**src/rtl/tmr_ccu_pkg.sv**
```systemverilog
package tmr_ccu_pkg;
   localparam int MODE_W = 3;

   typedef enum logic [MODE_W-1:0] {
      CCM_OFF      = 3'd0,
      CCM_CAP_RISE = 3'd1,
      CCM_CAP_FALL = 3'd2,
      CCM_CAP_BOTH = 3'd3,
      CCM_CMP_SET  = 3'd4,
      CCM_CMP_CLR  = 3'd5,
      CCM_CMP_TGL  = 3'd6,
      CCM_RSVD     = 3'd7
   } ccm_mode_e;
endpackage

```
**src/rtl/tmr_ccu_sync.sv**
```systemverilog
module tmr_ccu_sync #(
   parameter int STAGES = 2
) (
   input  logic clk,
   input  logic rst_n,
   input  logic d,
   output logic q
);
   logic [STAGES-1:0] sh_q;

   generate
      if (STAGES < 2) begin : g_bad_stages
         $error("tmr_ccu_sync: STAGES must be at least 2");
      end
   endgenerate

   always_ff @(posedge clk or negedge rst_n) begin
      if (!rst_n) sh_q <= '0;
      else        sh_q <= {sh_q[STAGES-2:0], d};
   end

   assign q = sh_q[STAGES-1];
endmodule

```
**src/rtl/tmr_ccu_chan.sv**
```systemverilog
module tmr_ccu_chan
   import tmr_ccu_pkg::*;
#(
   parameter int CNT_W       = 16,
   parameter int SYNC_STAGES = 2
) (
   input  logic              clk,
   input  logic              rst_n,
   input  logic [CNT_W-1:0]  tmr_cnt,
   input  logic              tmr_tick,
   input  logic              mode_we,
   input  logic [MODE_W-1:0] mode_wdata,
   input  logic              val_we,
   input  logic [CNT_W-1:0]  val_wdata,
   input  logic              pin_in,
   input  logic              irq_clr,
   output logic [CNT_W-1:0]  val_o,
   output logic              pin_out,
   output logic              irq_o,
   output logic              dma_o
);
   ccm_mode_e        mode_q;
   logic [CNT_W-1:0] val_q;
   logic             pin_s, pin_prev_q;
   logic             rise, fall, cap_evt, cmp_hit, evt;

   tmr_ccu_sync #(.STAGES(SYNC_STAGES)) u_sync (
      .clk  (clk),
      .rst_n(rst_n),
      .d    (pin_in),
      .q    (pin_s)
   );

   assign rise = pin_s & ~pin_prev_q;
   assign fall = ~pin_s & pin_prev_q;

   always_comb begin
      cap_evt = 1'b0;
      cmp_hit = 1'b0;
      unique case (mode_q)
         CCM_CAP_RISE: cap_evt = rise;
         CCM_CAP_FALL: cap_evt = fall;
         CCM_CAP_BOTH: cap_evt = rise | fall;
         CCM_CMP_SET, CCM_CMP_CLR, CCM_CMP_TGL:
            cmp_hit = tmr_tick && (tmr_cnt == val_q);
         default: ;
      endcase
   end

   assign evt = cap_evt | cmp_hit;

   always_ff @(posedge clk or negedge rst_n) begin
      if (!rst_n) begin
         mode_q     <= CCM_OFF;
         val_q      <= '0;
         pin_prev_q <= 1'b0;
         pin_out    <= 1'b0;
         irq_o      <= 1'b0;
         dma_o      <= 1'b0;
      end else begin
         pin_prev_q <= pin_s;
         dma_o      <= evt;
         if (mode_we) mode_q <= ccm_mode_e'(mode_wdata);
         if (val_we)       val_q <= val_wdata;
         else if (cap_evt) val_q <= tmr_cnt;
         if (cmp_hit) begin
            unique case (mode_q)
               CCM_CMP_SET: pin_out <= 1'b1;
               CCM_CMP_CLR: pin_out <= 1'b0;
               default:     pin_out <= ~pin_out;
            endcase
         end
         if (evt)          irq_o <= 1'b1;
         else if (irq_clr) irq_o <= 1'b0;
      end
   end

   assign val_o = val_q;


   dma_flag_align_chk: assert property (@(posedge clk) disable iff (!rst_n)
      dma_o |-> irq_o);

   no_tick_hold_chk: assert property (@(posedge clk) disable iff (!rst_n)
      !tmr_tick |=> $stable(pin_out));

   toggle_flip_chk: assert property (@(posedge clk) disable iff (!rst_n)
      (tmr_tick && tmr_cnt == val_q && mode_q == CCM_CMP_TGL) |=> (pin_out != $past(pin_out)));

   clear_wins_chk: assert property (@(posedge clk) disable iff (!rst_n)
      irq_clr |=> (!irq_o || dma_o));

   sticky_flag_chk: assert property (@(posedge clk) disable iff (!rst_n)
      (irq_o && !irq_clr) |=> irq_o);

   off_quiet_chk: assert property (@(posedge clk) disable iff (!rst_n)
      (mode_q == CCM_OFF || mode_q == CCM_RSVD) |=> !dma_o);

   val_hold_chk: assert property (@(posedge clk) disable iff (!rst_n)
      !val_we |=> (dma_o || $stable(val_q)));
endmodule

```
**src/rtl/tmr_ccu.sv**
```systemverilog
module tmr_ccu
   import tmr_ccu_pkg::*;
#(
   parameter int NUM_CH      = 5,
   parameter int CNT_W       = 16,
   parameter int SYNC_STAGES = 2,
   localparam int SEL_W      = (NUM_CH > 1) ? $clog2(NUM_CH + 1) : 1
) (
   input  logic              clk,
   input  logic              rst_n,
   input  logic [CNT_W-1:0]  tmr_cnt,
   input  logic              tmr_tick,
   input  logic [NUM_CH-1:0] mode_we,
   input  logic [MODE_W-1:0] mode_wdata,
   input  logic [NUM_CH-1:0] val_we,
   input  logic [CNT_W-1:0]  val_wdata,
   input  logic [SEL_W-1:0]  rd_sel,
   output logic [CNT_W-1:0]  rd_val,
   input  logic [NUM_CH-1:0] cap_in,
   output logic [NUM_CH-1:0] cmp_out,
   input  logic [NUM_CH-1:0] irq_clr,
   output logic [NUM_CH-1:0] irq_flag,
   output logic [NUM_CH-1:0] dma_trig
);
   logic [CNT_W-1:0] val_arr [NUM_CH];

   generate
      if (NUM_CH < 1 || NUM_CH > 16) begin : g_bad_num_ch
         $error("tmr_ccu: NUM_CH must be within 1..16");
      end
      if (CNT_W < 2) begin : g_bad_cnt_w
         $error("tmr_ccu: CNT_W must be at least 2");
      end
      if (SYNC_STAGES < 2) begin : g_bad_sync
         $error("tmr_ccu: SYNC_STAGES must be at least 2");
      end

      for (genvar gi = 0; gi < NUM_CH; gi++) begin : g_ch
         tmr_ccu_chan #(
            .CNT_W      (CNT_W),
            .SYNC_STAGES(SYNC_STAGES)
         ) u_chan (
            .clk       (clk),
            .rst_n     (rst_n),
            .tmr_cnt   (tmr_cnt),
            .tmr_tick  (tmr_tick),
            .mode_we   (mode_we[gi]),
            .mode_wdata(mode_wdata),
            .val_we    (val_we[gi]),
            .val_wdata (val_wdata),
            .pin_in    (cap_in[gi]),
            .irq_clr   (irq_clr[gi]),
            .val_o     (val_arr[gi]),
            .pin_out   (cmp_out[gi]),
            .irq_o     (irq_flag[gi]),
            .dma_o     (dma_trig[gi])
         );
      end
   endgenerate

   always_comb begin
      rd_val = '0;
      for (int i = 0; i < NUM_CH; i++) begin
         if (rd_sel == SEL_W'(i)) rd_val = val_arr[i];
      end
   end
endmodule

```
**config.mk**
```make
export PLATFORM = sky130hd
export DESIGN_NAME = tmr_ccu
export DESIGN_NICKNAME = d
export VERILOG_FILES = /design/src/rtl/tmr_ccu_pkg.sv /design/src/rtl/tmr_ccu_sync.sv /design/src/rtl/tmr_ccu_chan.sv /design/src/rtl/tmr_ccu.sv
export SDC_FILE = /design/constraint.sdc
export NUM_CORES = 1
export LEC_CHECK = 0
export ABC_AREA = 1
export BUFFER_PORTS_ARGS = -buffer_cell sky130_fd_sc_hd__buf_2
export CAP_MARGIN = 20
export CORE_MARGIN = 2
export CORE_UTILIZATION = 59
export DETAILED_ROUTE_END_ITERATION = 10
export HOLD_SLACK_MARGIN = 0.08
export PLACE_DENSITY_LB_ADDON = 0.2
export SYNTH_ARGS = -nofsm -noshare
export SYNTH_HDL_FRONTEND = slang
export SYNTH_SLANG_ARGS = --single-unit
```
**constraint.sdc**
```tcl
create_clock -name clk -period 2.3 [get_ports clk]
set_input_delay 0.69 -clock clk [delete_from_list [all_inputs] [get_ports clk]]
set_output_delay 0.69 -clock clk [all_outputs]
set_load 0.02 [all_outputs]
```
==> impl_metrics.toml <==
[outcome]
outcome = "finished with violations"
violations = "negative setup slack"

[worst_setup_path]
reg2reg_slack_ps = 560
critPathKind = "in -> out"
r2r_end = "g_ch[0].u_chan.val_o[10]"
cp-end-kind = "output port"
r2r_cells = 7
crit_arrival_ps = 1730
reg2reg_from = "g_ch[0].u_chan.pin_prev_q"
required_ps = 1610
path_max_fanout = 4
startpoint_type = "input port"

[power_and_ir_drop]
powerDensity_nw_per_um2 = 731.4
power_frac_seq_pct = 38.9
p_total_uw = 6816
vdd_drop_max_uv = 576.2
cellLeakagePower_uw = 0.004821
switching_power_uw = 2320
power_frac_clock_pct = 37.7
intPower_uw = 4496
switching_share_pct = 34.04
comb_power_share_pct = 23.4

[synth]
seq_area_frac_synth_pct = 40.03
syn_nets = 1216
yosysWarnings = 0
yosysUniqueCellTypes = 29
syn_area_per_cell_um2 = 6.824
synth_seq_cells = 125
synth_cells = 1145
synth_area_um2 = 7814

[global_routing]
antenna_found_initial = 0
overflow = 0
grtUsageTotal_pct = 35.53
grt_pass1_wl_um = 38850
grt_pass1_vias = 7524
grt_max_degree = 43

[floorplanning]
die_h_um = 119.1
core.rowCount = 42
die_w_um = 119.1
start_util_pct = 59.72
io_pins = 92
die-area_um2 = 14180
core_um2 = 13090

[sta]
fmax_ghz = 0.4134
hold_viol = 0
worst-slew-pin-transition_ps = 411.8
setup_violations = 16
skew_ps = 7.938
finalCriticalPeriod_ps = 2419
rsz0062_at_grt = "true"
slew_violations = 0
setup_slack_ps = -119.1
fin_crit_sh_pct = 105.2
maxSlewHeadroom_pct = 72.44

[route]
wl_per_cell_um = 17.37
via_per_inst = 5.661
drt_pre_antenna_iters = 8
wirelength_um = 24620
drtIter0Drc = 991
final_antenna_net_count = 0
drc = 0
vias = 8022

[flow_run]
drv_cap = 0

[cts]
root_buffer = "clkbuf_16"
cts_setup_buffers = 0
h-tree-depth = 4
tritoncts = "done"
ctsHoldBuffers = 0
clock-sinks = 125
cts_buffers = 17
clkTransAtPathRegs_ps = 60
cts_max_path_buffers = 2
clk_latency_ps = 420

[cells_and_area]
antennaDiodeCount = 0
drive_above_1_share_pct = 17.89
nNetsFinal = 1299
most-common-layout-cells = "nand2_1 (442), o21ai_0 (135), inv_1 (127), dfrtp_1 (125), buf_2 (71)"
area_delta_synth_final_pct = 19.26
post-route-util_pct = 71.22
final_common_cell = "nand2_1"

[worst_hold_path]
hold_class = "in -> async"

[placement]
dp_hpwl_um = 17140
portBuffers = 91
routabilityCongestion = 0.9993
timing repair:
action | in CTS | in global routing
resized for setup | 50 | 30
setup endpoints to repair | 16 | 16
gates cloned | 1 | 1
pin swaps | 9 | 7
state kept, by name, indices dropped and copies added, names as in the netlist:
register / flops
g_ch.u_chan.val_o: 80
g_ch.u_chan.mode_q: 15
g_ch.u_chan.u_sync.sh_q: 10
g_ch.u_chan.dma_o: 5
g_ch.u_chan.irq_o: 5
g_ch.u_chan.pin_out: 5
g_ch.u_chan.pin_prev_q: 5
worst max path at each step:
stage,from,slack [ps],end
after global placement,rd_sel[0],-180,rd_val[10]
after global routing,rd_sel[0],-150,rd_val[0]
after CTS,rd_sel[0],-70,rd_val[7]
after floorplan,rd_sel[1],30,rd_val[10]
final,rd_sel[0],-120,rd_val[0]
after detailed placement,rd_sel[0],-210,rd_val[10]
layer usage:
layer,vias to the layer above,GRT usage [%],wire [um]
li1,3779,-,-
met1,3687,47.66,9861
met2,468,55.03,11050
met3,88,8.621,2590
met4,0,15.48,1113
met5,-,0,0
through the flow:
stage               instance area [um^2]  hold slack [ps]  cells  setup TNS [ps]  setup slack [ps]
finish                              9319            156.7   1417           -1209            -119.1
detailed placement                  8423            335.5   1383           -2768            -212.6
global route                        9319            167.4   1417           -1805            -154.1
CTS                                 9154            166.5   1416          -662.9            -74.71
floorplan                           7819            331.2   1145               0             26.07
global placement                    8423            333.1   1383           -2325            -179.9
final cells by class:
class	count	area, um^2
Timing Repair Buffer	126	895.9
Clock buffer	21	480.5
Multi-Input combinational cell	817	3975
Clock inverter	11	85.08
Inverter	141	534.3
Fill cell	1050	3766
Sequential cell	125	3128
Tap cell	176	220.2
cells by family after synthesis:
| kind of cell | after synthesis | share of synthesized area (%) |
|---|---|---|
| compound gates | 240 | 17.58 |
| xor+xnor | 15 | 1.681 |
| fa+ha+maj | 10 | 1.601 |
| buf+inv | 203 | 11.42 |
| flops | 125 | 40.03 |
| simple gates | 552 | 27.69 |
Yosys cell counts, drive strengths merged:
library cell  count  share of area, %
xnor2            10               1.1
o211ai           27               3.0
nand4             7              0.56
nand3            34               2.2
nor2             54               2.6
inv             140               6.7
o21ai           175                12
dfrtp           125                40
clkinv            1             0.048
a21oi            18               1.2
nand3b            4              0.38
clkbuf           20               1.0
ha               10               1.6
nor3              1             0.064
a21boi            1             0.096
buf              42               3.6
nand2           452                22
o22ai            14               1.1
xor2              5              0.56
o31ai             5              0.48
worst max-delay path: stages:
cell	delay, ps
buf_8	110
nor2_4	150
nand2_4	80
buf_6	150
o22ai_4	140
a21oi_2	40
o211ai_1	150
buf_4	210
power by group through the flow:
stage	clock, uW	combinational [uW]	sequential [uW]
3_5_place_dp	0	1450	2670
5_1_grt	2670	1760	2680
6_report	2570	1600	2650
2_1_floorplan	0	996	2620
3_3_place_gp	0	1430	2670
4_1_cts	2580	1520	2640
Power figures use the tool's default switching activity.
